==> src/rtl/utx_pkg.sv <==
package utx_pkg;
    typedef enum logic [2:0] {
        S_IDLE   = 3'd0,
        S_START  = 3'd1,
        S_DATA   = 3'd2,
        S_PARITY = 3'd3,
        S_STOP1  = 3'd4,
        S_STOP2  = 3'd5
    } utx_state_e;
endpackage

==> src/rtl/utx_baud_gen.sv <==
module utx_baud_gen #(
    parameter int PS_W   = 3,
    parameter int MULT_W = 5,
    parameter int DIV_W  = 9
) (
    input  logic              clk,
    input  logic              rst_n,
    input  logic [PS_W-1:0]   pre_scale,
    input  logic [MULT_W-1:0] bit_mult,
    input  logic [DIV_W-1:0]  bit_div,
    output logic              tick
);
    localparam int CNT_W = (1 << PS_W) + 1 + MULT_W + DIV_W;

    logic [CNT_W-1:0] factor_p;
    logic [CNT_W-1:0] product;
    logic [CNT_W-1:0] period_q;
    logic [CNT_W-1:0] cnt_q;
    logic             bclk_q;
    logic             bclk_d;

    always_comb begin
        factor_p = CNT_W'(2) << pre_scale;
        product  = factor_p * (CNT_W'(bit_mult) + CNT_W'(1)) * CNT_W'(bit_div);
    end

    always_ff @(posedge clk or negedge rst_n) begin
        if (!rst_n) begin
            period_q <= '0;
            cnt_q    <= '0;
            bclk_q   <= 1'b0;
            bclk_d   <= 1'b0;
        end else begin
            period_q <= product;
            if (period_q == '0 || cnt_q >= period_q - CNT_W'(1))
                cnt_q <= '0;
            else
                cnt_q <= cnt_q + CNT_W'(1);
            bclk_q <= (period_q != '0) && (cnt_q >= (period_q >> 1));
            bclk_d <= bclk_q;
        end
    end

    assign tick = bclk_q & ~bclk_d;

    AST_TICK_SINGLE: assert property (@(posedge clk) disable iff (!rst_n)
        tick |=> !tick);
endmodule

==> src/rtl/utx_fifo.sv <==
module utx_fifo #(
    parameter int DW    = 8,
    parameter int DEPTH = 16
) (
    input  logic                       clk,
    input  logic                       rst_n,
    input  logic                       push,
    input  logic [DW-1:0]              push_data,
    input  logic                       pop,
    input  logic                       ovf_clr,
    output logic [DW-1:0]              head,
    output logic [$clog2(DEPTH):0]     count,
    output logic                       empty,
    output logic                       full,
    output logic                       overflow
);
    localparam int AW = $clog2(DEPTH);
    localparam int CW = AW + 1;

    logic [DW-1:0] mem [DEPTH];
    logic [AW-1:0] wr_ptr;
    logic [AW-1:0] rd_ptr;
    logic          push_ok;
    logic          pop_ok;

    assign empty   = (count == '0);
    assign full    = (count == CW'(DEPTH));
    assign push_ok = push & ~full;
    assign pop_ok  = pop & ~empty;
    assign head    = mem[rd_ptr];

    always_ff @(posedge clk) begin
        if (push_ok) mem[wr_ptr] <= push_data;
    end

    always_ff @(posedge clk or negedge rst_n) begin
        if (!rst_n) begin
            wr_ptr   <= '0;
            rd_ptr   <= '0;
            count    <= '0;
            overflow <= 1'b0;
        end else begin
            if (push_ok) wr_ptr <= wr_ptr + AW'(1);
            if (pop_ok)  rd_ptr <= rd_ptr + AW'(1);
            count <= count + CW'(push_ok) - CW'(pop_ok);
            if (push & full)  overflow <= 1'b1;
            else if (ovf_clr) overflow <= 1'b0;
        end
    end

    AST_OVF_STICKY: assert property (@(posedge clk) disable iff (!rst_n)
        (push && full) |=> overflow);
    AST_NO_OVERFLOW: assert property (@(posedge clk) disable iff (!rst_n)
        full |=> (count <= CW'(DEPTH)));
endmodule

==> src/rtl/utx_frame_fsm.sv <==
module utx_frame_fsm
    import utx_pkg::*;
#(
    parameter int DW = 8
) (
    input  logic          clk,
    input  logic          rst_n,
    input  logic          tick,
    input  logic          enable,
    input  logic          parity_en,
    input  logic          parity_odd,
    input  logic          two_stop,
    input  logic          fifo_empty,
    input  logic [DW-1:0] fifo_head,
    output logic          pop,
    output logic          txd
);
    localparam int BW = (DW > 1) ? $clog2(DW) : 1;
    localparam logic [BW-1:0] LAST_BIT = BW'(DW - 1);

    utx_state_e    state, nxt;
    logic [DW-1:0] shreg;
    logic [BW-1:0] bitcnt;
    logic          par_bit;
    logic          go;

    assign go  = enable & ~fifo_empty;
    assign pop = tick && (nxt == S_START);

    always_comb begin
        nxt = state;
        unique case (state)
            S_IDLE:   nxt = go ? S_START : S_IDLE;
            S_START:  nxt = S_DATA;
            S_DATA:   if (bitcnt == LAST_BIT) nxt = parity_en ? S_PARITY : S_STOP1;
            S_PARITY: nxt = S_STOP1;
            S_STOP1:  nxt = two_stop ? S_STOP2 : (go ? S_START : S_IDLE);
            S_STOP2:  nxt = go ? S_START : S_IDLE;
            default:  nxt = S_IDLE;
        endcase
    end

    always_ff @(posedge clk or negedge rst_n) begin
        if (!rst_n)    state <= S_IDLE;
        else if (tick) state <= nxt;
    end

    always_ff @(posedge clk or negedge rst_n) begin
        if (!rst_n) begin
            txd     <= 1'b1;
            shreg   <= '0;
            bitcnt  <= '0;
            par_bit <= 1'b0;
        end else if (tick) begin
            unique case (nxt)
                S_START: begin
                    txd     <= 1'b0;
                    shreg   <= fifo_head;
                    par_bit <= (^fifo_head) ^ parity_odd;
                    bitcnt  <= '0;
                end
                S_DATA: begin
                    if (state == S_START) begin
                        txd <= shreg[0];
                    end else begin
                        txd    <= shreg[1];
                        shreg  <= shreg >> 1;
                        bitcnt <= bitcnt + BW'(1);
                    end
                end
                S_PARITY: txd <= par_bit;
                default:  txd <= 1'b1;
            endcase
        end
    end

    AST_START_LOW: assert property (@(posedge clk) disable iff (!rst_n)
        (state == S_START) |-> !txd);
    AST_IDLE_HIGH: assert property (@(posedge clk) disable iff (!rst_n)
        (state == S_IDLE) |-> txd);
    AST_STOP_HIGH: assert property (@(posedge clk) disable iff (!rst_n)
        (state == S_STOP1 || state == S_STOP2) |-> txd);
    AST_POP_HAS_DATA: assert property (@(posedge clk) disable iff (!rst_n)
        pop |-> !fifo_empty);
endmodule

==> src/rtl/fifo_uart_tx.sv <==
module fifo_uart_tx #(
    parameter int DW       = 8,
    parameter int DEPTH    = 16,
    parameter int DMA_FREE = 4,
    parameter int PS_W     = 3,
    parameter int MULT_W   = 5,
    parameter int DIV_W    = 9
) (
    input  logic              clk,
    input  logic              rst_n,
    input  logic              wr_valid,
    input  logic [DW-1:0]     wr_data,
    input  logic              tx_enable,
    input  logic              parity_en,
    input  logic              parity_odd,
    input  logic              two_stop,
    input  logic [PS_W-1:0]   pre_scale,
    input  logic [MULT_W-1:0] bit_mult,
    input  logic [DIV_W-1:0]  bit_div,
    input  logic              irq_clr,
    input  logic              ovf_clr,
    output logic              txd,
    output logic              irq_empty,
    output logic              dma_req,
    output logic              overflow
);
    localparam int CW = $clog2(DEPTH) + 1;

    logic          tick;
    logic          pop;
    logic [DW-1:0] head;
    logic [CW-1:0] count;
    logic          empty;
    logic          full;
    logic          irq_set;

    utx_baud_gen #(.PS_W(PS_W), .MULT_W(MULT_W), .DIV_W(DIV_W)) u_baud (
        .clk(clk), .rst_n(rst_n), .pre_scale(pre_scale), .bit_mult(bit_mult),
        .bit_div(bit_div), .tick(tick)
    );

    utx_fifo #(.DW(DW), .DEPTH(DEPTH)) u_fifo (
        .clk(clk), .rst_n(rst_n), .push(wr_valid), .push_data(wr_data),
        .pop(pop), .ovf_clr(ovf_clr), .head(head), .count(count),
        .empty(empty), .full(full), .overflow(overflow)
    );

    utx_frame_fsm #(.DW(DW)) u_fsm (
        .clk(clk), .rst_n(rst_n), .tick(tick), .enable(tx_enable),
        .parity_en(parity_en), .parity_odd(parity_odd), .two_stop(two_stop),
        .fifo_empty(empty), .fifo_head(head), .pop(pop), .txd(txd)
    );

    assign irq_set = pop && (count == CW'(1)) && !(wr_valid && !full);
    assign dma_req = (CW'(DEPTH) - count) >= CW'(DMA_FREE);

    always_ff @(posedge clk or negedge rst_n) begin
        if (!rst_n)       irq_empty <= 1'b0;
        else if (irq_set) irq_empty <= 1'b1;
        else if (irq_clr) irq_empty <= 1'b0;
    end

    AST_IRQ_CLEAR: assert property (@(posedge clk) disable iff (!rst_n)
        (irq_clr && !irq_set) |=> !irq_empty);
    AST_IRQ_ON_DRAIN: assert property (@(posedge clk) disable iff (!rst_n)
        irq_set |=> (irq_empty && empty));
endmodule

==> config.mk <==
export PLATFORM = sky130hd
export DESIGN_NAME = fifo_uart_tx
export DESIGN_NICKNAME = d
export VERILOG_FILES = /design/src/rtl/utx_pkg.sv /design/src/rtl/utx_baud_gen.sv /design/src/rtl/utx_fifo.sv /design/src/rtl/utx_frame_fsm.sv /design/src/rtl/fifo_uart_tx.sv
export SDC_FILE = /design/constraint.sdc
export NUM_CORES = 1
export LEC_CHECK = 0
export CORE_MARGIN = 8
export CORE_UTILIZATION = 55
export DETAILED_ROUTE_END_ITERATION = 7
export GPL_TIMING_DRIVEN = 0
export PLACE_DENSITY = 0.72
export SETUP_SLACK_MARGIN = 0.5
export SLEW_MARGIN = 30
export SYNTH_ARGS = -nofsm -noshare
export SYNTH_HDL_FRONTEND = slang
export SYNTH_SLANG_ARGS = --single-unit
==> constraint.sdc <==
create_clock -name clk -period 8.3 [get_ports clk]
set_input_delay 1.66 -clock clk [delete_from_list [all_inputs] [get_ports clk]]
set_output_delay 1.66 -clock clk [all_outputs]
set_load 0.02 [all_outputs]
==> metrics list, run 1 <==
* Simple-gate area share of the yosys netlist: 14.1%
* IR drop worst, VDD: 124 uV
* Cells after synthesis: 1375
- After the flow finishes, the layout carries non-filler instances totaling 1882.
* Number of detailed-route iterations in the first pass: 5
* Number of inserted filler cells in the final layout: 2055
- In this run, placement finished with an instance count of 1791.
- Final antenna-violating net count: 0
- Number of buffer cells added on primary ports: 37
- Predominant post-synthesis flop cell: sky130_fd_sc_hd__edfxtp_1
* Sequential cell area in the final layout: 5800 um^2
- CP top delay family: adder cells
- Dividing total power by cell area gives a power density of 216 nW/um^2.
- Worst R2R Path Depth: 18
- The slowest stage of the critical path belongs to the cell sky130_fd_sc_hd__fa_1.
- FFs w/ async S/R, synth: 37.9%
* Cell count of the worst hold path: 0
* Slew @ Worst Pin: 0.880 ns
- Final Critical Period: 8.68 ns
- Multiplexer cells account for 6.23% of the synthesized area.
- After clock tree synthesis, the clock-pin slew on the worst setup and hold paths is 0.06 ns.
- Routability-driven placement finished with a final weighted congestion of 0.890.
* Layout Nets: 1767
- The multi-input combinational cells in the finished layout cover a total of 9550 um^2.
- Area delta synth->final: 19.3%
- The initial utilization of the core area, before any placement, comes to 55.5%.
- Once placement finished, the instance area stood at 16700 um^2.
- Worst reg2reg startpoint: u_fifo.count[3]
- Post-layout utilization of the core: 66.2%
* Cell Area, Synth: 15300 um^2
- Crit path largest cell delay: 0.52 ns
- Together, buffers and inverters on the worst path number 8.
- STA puts the critical path data required time at 8.72 ns.
* Combinational family with the most area after synthesis: adder cells
- After floorplanning, the core was divided into 61 placement rows.
* Antenna diodes: 0
* Global-route wire length before repair: 53800 um
- Summing all non-filler instances in the final layout gives an area of 18300 um^2.
* Number of vias per cell after detailed routing: 5.42
* Number of antenna violations at the first check in global routing: 0
- The core region is 27600 um^2.
- Compound-Gate Fraction of Synth Area: 5.42%
- For this design, the sink count on the clock tree is 206.
* Post-DR wirelength/cell: 17.4 um
- Placement Setup Slack: -1.68 ns
- Area share of fa/ha/maj cells after synthesis: 25.5%
* Crit path launch: pre_scale[0]
* Cell taking the most area after synthesis: sky130_fd_sc_hd__edfxtp_1
- Setup crit end kind: flop
- For this run, the total global-route usage over all layers was measured as 19.8%.
- Final-layout worst hold slack: 0.377 ns
* Htree depth: 1
- In this run the deepest clock path goes through 3 buffers.
- Summed over all cells, the static leakage comes to 7.93 nW.
- Clock skew on the completed layout was measured at 0.0230 ns.
- Warnings from Yosys: 0
- Number of enable-type register cells in the synthesized netlist: 128
- Setup repair after global routing could not meet its margin everywhere.
- Iter 0 DRT Violations: 593
* Final cycle utilization of the critical path: 105%
- Synthesized area per cell: 11.2 um^2
* Total nets after synthesis: 1651
- Final WS setup: -0.380 ns
- Relative max-transition margin: 41.0%
* Routed wire length: 32800 um
- Final routed DRC violation total: 0
* Maxcap violations: 0
- The run finished, with violations left.
- Total count of max-transition violations in the final report: 0
- Of all nets on the critical path, the largest fanout is 6.
* Die extent in y: 183 um
- Top post-synthesis cells by area: sky130_fd_sc_hd__edfxtp_1 25%, sky130_fd_sc_hd__fa_1 15%, sky130_fd_sc_hd__dfrtp_1 13%, sky130_fd_sc_hd__ha_1 10%, sky130_fd_sc_hd__inv_1 4.5%
- Crit path kind: in -> reg
* Critical path depth in cells: 33
* Hold Fails Final Rpt: 0
- CTS tree: yes
- At the worst endpoint, the arrival time is 9.10 ns.
* Sum of overflow across all layers after global routing: 0
- Critical path capture point: u_baud.period_q[22]
* Inserted Clock Buffers: 20
- Count of different cell masters after synthesis: 61
* Via count of the first global-routing pass: 10600
* Internal reg-to-reg setup slack: 4.37 ns
* Worst hold path class: reg -> reg
* Fraction of final layout cells with drive strength greater than 1: 18.6%
* Xor and xnor area share after synthesis: 5.25%
- Portion of synthesized cell area occupied by the leading cell type: 25.1%
- From left edge to right edge, the die measures 183 um.
- Synthesis inferred 206 register bits.
- The worst setup path is launched from a primary input.
* Maximum number of pins on one net before global-route repair: 45
- Pin placement for this block handled 38 I/O pins.
- Sequential fraction of the synthesis area: 37.8%
- Clock insertion delay at the later pin of the skew report: 0.51 ns
- For this run, the top clock speed supported by timing is 0.115 GHz.
* Crit-path most repeated cell: sky130_fd_sc_hd__fa_1
- Post-detail-place hpwl: 24000 um
- Endpoint of the worst-slack reg-to-reg timing path: u_fifo.count[4]
* Overall die area: 33500 um^2
- Setup violations remaining at the end of the flow were counted as 6.
- Buffers inserted to repair hold after CTS numbered 0.
* Clock tree root buffer cell: sky130_fd_sc_hd__clkbuf_16
- The checks that failed: setup timing.
- Count of vias placed by the detailed router: 10200
Yosys cell counts (all sizes together), types with 3 or more instances:
cell and number:
nand4 11, a22oi 10, o21ai 33, nand2b 12, and3 11, o211ai 3, ha 125, or3 3
clkbuf 21, or2 6, dfrtp 77, nand2 127, o21a 8, xnor2 64, a211oi 5, nand3 27
a31oi 5, xor2 27, mux2i 7, and4 4, a21oi 28, edfxtp 128, and2 88, nor3 16
fa 117, nor2b 13, a21o 18, nor2 107, mux2 3, buf 13, o21bai 4, nor4 10
mux4 36, inv 185
worst register-to-register path, cell delays in order (launching register included):
cell and delay (ns):
sky130_fd_sc_hd__dfrtp_1 0.42, sky130_fd_sc_hd__inv_1 0.11, sky130_fd_sc_hd__ha_1 0.19, sky130_fd_sc_hd__nand2_1 0.08, sky130_fd_sc_hd__nor2_1 0.06, sky130_fd_sc_hd__ha_1 0.18, sky130_fd_sc_hd__o32a_1 0.34, sky130_fd_sc_hd__o32a_1 0.25
sky130_fd_sc_hd__nor3_2 0.73, sky130_fd_sc_hd__ha_1 0.37, sky130_fd_sc_hd__inv_1 0.06, sky130_fd_sc_hd__ha_1 0.17, sky130_fd_sc_hd__inv_1 0.06, sky130_fd_sc_hd__fa_1 0.39, sky130_fd_sc_hd__nor2_1 0.11, sky130_fd_sc_hd__nor2_1 0.05
sky130_fd_sc_hd__nor2_1 0.08, sky130_fd_sc_hd__nor2_1 0.05, sky130_fd_sc_hd__xnor2_1 0.11
layout by cell type, fill, tap and decap left out, types with 23 or more instances in the layout:
master,synthesis,routed
sky130_fd_sc_hd__dfrtp_1,77,77
sky130_fd_sc_hd__clkdlybuf4s50_1,0,28
sky130_fd_sc_hd__ha_1,125,104
sky130_fd_sc_hd__edfxtp_1,128,128
sky130_fd_sc_hd__and2_1,88,85
sky130_fd_sc_hd__buf_4,0,45
sky130_fd_sc_hd__xnor2_1,63,53
sky130_fd_sc_hd__xor2_1,27,23
sky130_fd_sc_hd__fa_1,117,112
sky130_fd_sc_hd__inv_1,185,167
sky130_fd_sc_hd__mux4_2,26,26
sky130_fd_sc_hd__nor2_1,107,90
sky130_fd_sc_hd__nand2_1,127,121
registers in the layout, summed over array words and instances (netlist names), 3 cells and up:
signal           count
u_baud.cnt_q        23
u_baud.period_q     22
u_fifo.count         5
u_fifo.mem         128
u_fifo.rd_ptr        4
u_fifo.wr_ptr        4
u_fsm.bitcnt         3
u_fsm.shreg          8
u_fsm.state          3
per-stage QoR:
stage | TNS, ns | total power [mW]
after floorplan | -0.806 | 2.54
after global placement | -16.39 | 2.86
after detailed placement | -16.88 | 2.91
final | -1.67 | 3.95
after CTS | -2.34 | 3.89
after global routing | -3.64 | 4.23
logic make-up after synthesis:
logic type               Yosys count
AO/OA/AOI/OAI                    128
buffers and inverters            219
multiplexers                      46
XOR/XNOR                          91
AND/OR/NAND/NOR                  443
flip-flops                       206
adder cells (fa/ha/maj)          242
what timing repair did:
action / in CTS / in global routing
setup buffers: 31 / 23
endpoints found under the setup margin: 17 / 13
pin swaps: 50 / 83
gates resized for setup: 71 / 74
cloned: 0 / 2
where the power goes:
part / switching (mW) / internal [mW]
Combinational: 0.920 / 0.793
Sequential: 0.103 / 1.25
Clock: 0.387 / 0.500
Total: 1.41 / 2.54
worst min path at each step:
stage | from | end
finish | u_baud.bclk_q | u_baud.bclk_d
global placement | u_baud.bclk_q | u_baud.bclk_d
CTS | u_baud.bclk_q | u_baud.bclk_d
floorplan | u_baud.bclk_q | u_baud.bclk_d
global route | u_baud.bclk_q | u_baud.bclk_d
detailed placement | u_baud.bclk_q | u_baud.bclk_d
layer usage:
layer / track usage (%) / vias to the layer above / part of all wire (%)
li1: - / 4846 / -
met1: 26.6 / 5084 / 44
met2: 33.8 / 213 / 49
met3: 2.55 / 61 / 4.3
met4: 4.59 / 0 / 2.6
met5: 0 / - / 0
cell type report:
type	instances	share of cell area, %
Inverter	185	3.82
Tap cell	378	2.59
Timing Repair Buffer	93	4.91
Buffer	34	1.20
Clock inverter	12	0.657
Multi-Input combinational cell	951	52.2
Clock buffer	23	2.92
Sequential cell	206	31.7
(Power assumes the default switching activity.)
==> run 2: changes to the inputs <==
Settings changed: CAP_MARGIN from default to 20, SETUP_SLACK_MARGIN 0.5 to default.
==> metrics list, run 2 (synthesis results as in run 1) <==
* Layout Nets: 1771 (was 1767)
- The first-pass GRT wire length is 53600 um (was 53800 um).
* Relative max-transition margin: 44.1% (was 41.0%)
- Worst R2R Path Depth: 18 (unchanged)
* Htree depth: 1 (unchanged)
- Antenna diodes: 0 (unchanged)
- Clock Skews: 0.0167 ns (was 0.0230 ns)
* Initial cell density of the core: 55.5% (unchanged)
* Top-level port count: 38 (unchanged)
- Die extent in y: 183 um (unchanged)
- The post-detailed-route via-to-cell ratio was 5.45 (was 5.42).
* Most common library cell in the layout ignoring fill and taps: sky130_fd_sc_hd__inv_1 (unchanged)
* Internal reg-to-reg setup slack: 4.40 ns (was 4.37 ns)
- The type of element launching the critical path was a primary input (unchanged).
* Post-DR wirelength/cell: 17.4 um (about the same)
- Maxcap violations: 0 (unchanged)
- The critical path arrival came to 9.16 ns (was 9.10 ns).
- The number of global-route vias before repair came to 10700 (was 10600).
* Required time of the critical path: 8.72 ns (about the same)
- Power after layout: 4.03 mW (was 3.95 mW)
- The slowest cell on the critical path was sky130_fd_sc_hd__fa_1 (unchanged).
* Number of setup violations in the final report: 6 (unchanged)
- The power density over cell area came to 220 nW/um^2 (was 216 nW/um^2).
- Status: complete, but fails checks (unchanged).
- Clock insertion delay at the later pin of the skew report: 0.50 ns (was 0.51 ns)
- Max Freq: 0.114 GHz (was 0.115 GHz)
- The number of failing hold endpoints at the final stage is 0 (unchanged).
- The area added between synthesis and finish was 19.5% (was 19.3%).
- Final routed DRC violation total: 0 (unchanged)
* Maximum buffer depth of the clock tree: 3 (unchanged)
- The number of sinks on the clock net is 206 (unchanged).
- Inserted Clock Buffers: 21 (was 20)
- Routed wire length: 32900 um (was 32800 um)
- Top library cells by usage in the layout, fill and taps aside: 161 x sky130_fd_sc_hd__inv_1, 128 x sky130_fd_sc_hd__edfxtp_1, 120 x sky130_fd_sc_hd__nand2_1 (was 167 x sky130_fd_sc_hd__inv_1, 128 x sky130_fd_sc_hd__edfxtp_1, 121 x sky130_fd_sc_hd__nand2_1)
- Cell count of the worst hold path: 0 (unchanged)
- Crit-path most repeated cell: sky130_fd_sc_hd__fa_1 (unchanged)
- Largest regs: u_fifo.mem (128), u_baud.cnt_q (23), u_baud.period_q (22) (unchanged).
- Die Width: 183 um (unchanged)
- Slew @ Worst Pin: 0.833 ns (was 0.880 ns)
- The number of antenna violations at the first check in global routing came to 0 (unchanged).
* Hold-fix buffer count after cts: 0 (unchanged)
- The detailed-placement wirelength estimate came to 23900 um (was 24000 um).
* Leakage power of the design: 7.92 nW (was 7.93 nW)
- Setup repair after global routing missed its margin: yes (unchanged)
* Number of detailed-route iterations in the first pass: 5 (unchanged)
* Floorplan core area: 27600 um^2 (unchanged)
- Count of vias placed by the detailed router: 10300 (was 10200)
* Placer Congestion: 0.882 (was 0.890)
- The CTS tree was yes (unchanged).
* Final cycle utilization of the critical path: 105% (about the same)
- Worst Path Max Fanout: 5 (was 6)
- Total count of max-transition violations in the final report: 0 (unchanged)
* Overall die area: 33500 um^2 (unchanged)
- The flip-flop count of the largest register, all copies and words added came to 128 (unchanged).
- CTS clock-pin slew for the worst setup and hold paths: 0.06 ns (about the same)
- The final critical delay including setup and external delays came to 8.74 ns (was 8.68 ns).
- The register name with the most flops was u_fifo.mem (unchanged).
- The proportion of layout cells with a drive suffix above 1 is 19.0% (was 18.6%).
* Number of buffer cells added on primary ports: 37 (unchanged)
* Start point of the worst hold path: u_baud.bclk_q (unchanged)
- Violated checks: setup timing (unchanged)
- Placement Setup Slack: -1.74 ns (was -1.68 ns)
* Crit path kind: in -> reg (unchanged)
- The row count is 61 (unchanged).
* Worst hold path class: reg -> reg (unchanged)
* Final antenna-violating net count: 0 (unchanged)
- Final WS setup: -0.442 ns (was -0.380 ns)
* Sum of overflow across all layers after global routing: 0 (unchanged)
- The number of violations reported at the end of detailed-routing iteration 0 was 513 (was 593).
- The maximum ir drop on the vdd rail was 119 uV (was 124 uV).
- Worst reg2reg startpoint: u_fifo.count[3] (unchanged)
* Crit path largest cell delay: 0.57 ns (was 0.52 ns)
* Setup crit end kind: flop (unchanged)
* Crit path launch: pre_scale[0] (unchanged)
* Combined global-route utilization of all metal layers: 19.7% (was 19.8%)
* Clock tree root buffer cell: sky130_fd_sc_hd__clkbuf_16 (unchanged)
* Maximum number of pins on one net before global-route repair: 47 (was 45)
==> run 2: cell types whose count changed in the layout (fill, tap and decap cells not counted), sizes merged <==
cell | previous run | this run
buf | 79 | 83
bufinv | 1 | 2
clkbuf | 43 | 48
clkinv | 8 | 5
xnor2 | 65 | 64
==> run 2: layout make-up <==
class / count / area (um^2)
Buffer: 33 / 201
Clock buffer: 28 / 572
Clock inverter: 10 / 104
Fill cell: 2023 / 9310
Inverter: 185 / 698
Multi-Input combinational cell: 950 / 9580
Sequential cell: 206 / 5800
Tap cell: 378 / 473
Timing Repair Buffer: 98 / 893
==> run 2: what timing repair did <==
item	in CTS	in global routing
gates resized for setup	83	75
gates cloned	1	0
setup buffers	33	27
pin swaps	75	78
endpoints found under the setup margin	15	10
==> run 2: critical path, delay by kind of cell <==
| kind | cells | cell delay [ns] |
|---|---|---|
| buffers and inverters | 7 | 0.63 |
| adders and majority gates | 9 | 4.03 |
| and+or+nand+nor | 5 | 0.83 |
| xor gates and xnor gates | 3 | 0.47 |
| AOI/OAI and AO/OA | 9 | 1.53 |
==> run 2: power breakdown <==
part           total [mW]  switching, mW  internal, mW
combinational        1.76          0.941         0.821
clock               0.924          0.377         0.547
sequential           1.35          0.102          1.25
total                4.03           1.42          2.61
==> run 2: through the flow <==
| step | util, % | std cells | instance area [um^2] | hold WS, ns | setup TNS (ns) |
|---|---|---|---|---|---|
| 6_report | 66.3 | 1888 | 18300 | 0.398 | -1.38 |
| 5_1_grt | 66.3 | 1888 | 18300 | 0.405 | -3.45 |
| 4_1_cts | 64.6 | 1862 | 17800 | 0.405 | -1.33 |
| 3_5_place_dp | 60.4 | 1791 | 16700 | 0.378 | -17.95 |
| 3_3_place_gp | 60.3 | 1790 | 16700 | 0.369 | -16.25 |
| 2_1_floorplan | - | 1375 | 15800 | 0.355 | -0.808 |
==> run 2: final timing paths <==
path	endpoint
max	u_baud.period_q[22]
min	u_baud.bclk_d
max reg2reg	u_fifo.count[4]
min reg2reg	u_baud.bclk_d
max in group asynchronous	u_baud.period_q[2]
min in group asynchronous	u_fsm.shreg[2]
==> run 2: per-layer routing <==
layer	vias up	global-route usage, %	wire length (um)
met4	0	5.24	774
li1	4873	-	-
met2	252	33.6	16200
met3	54	2.26	1480
met5	-	0	0
met1	5112	26.6	14500
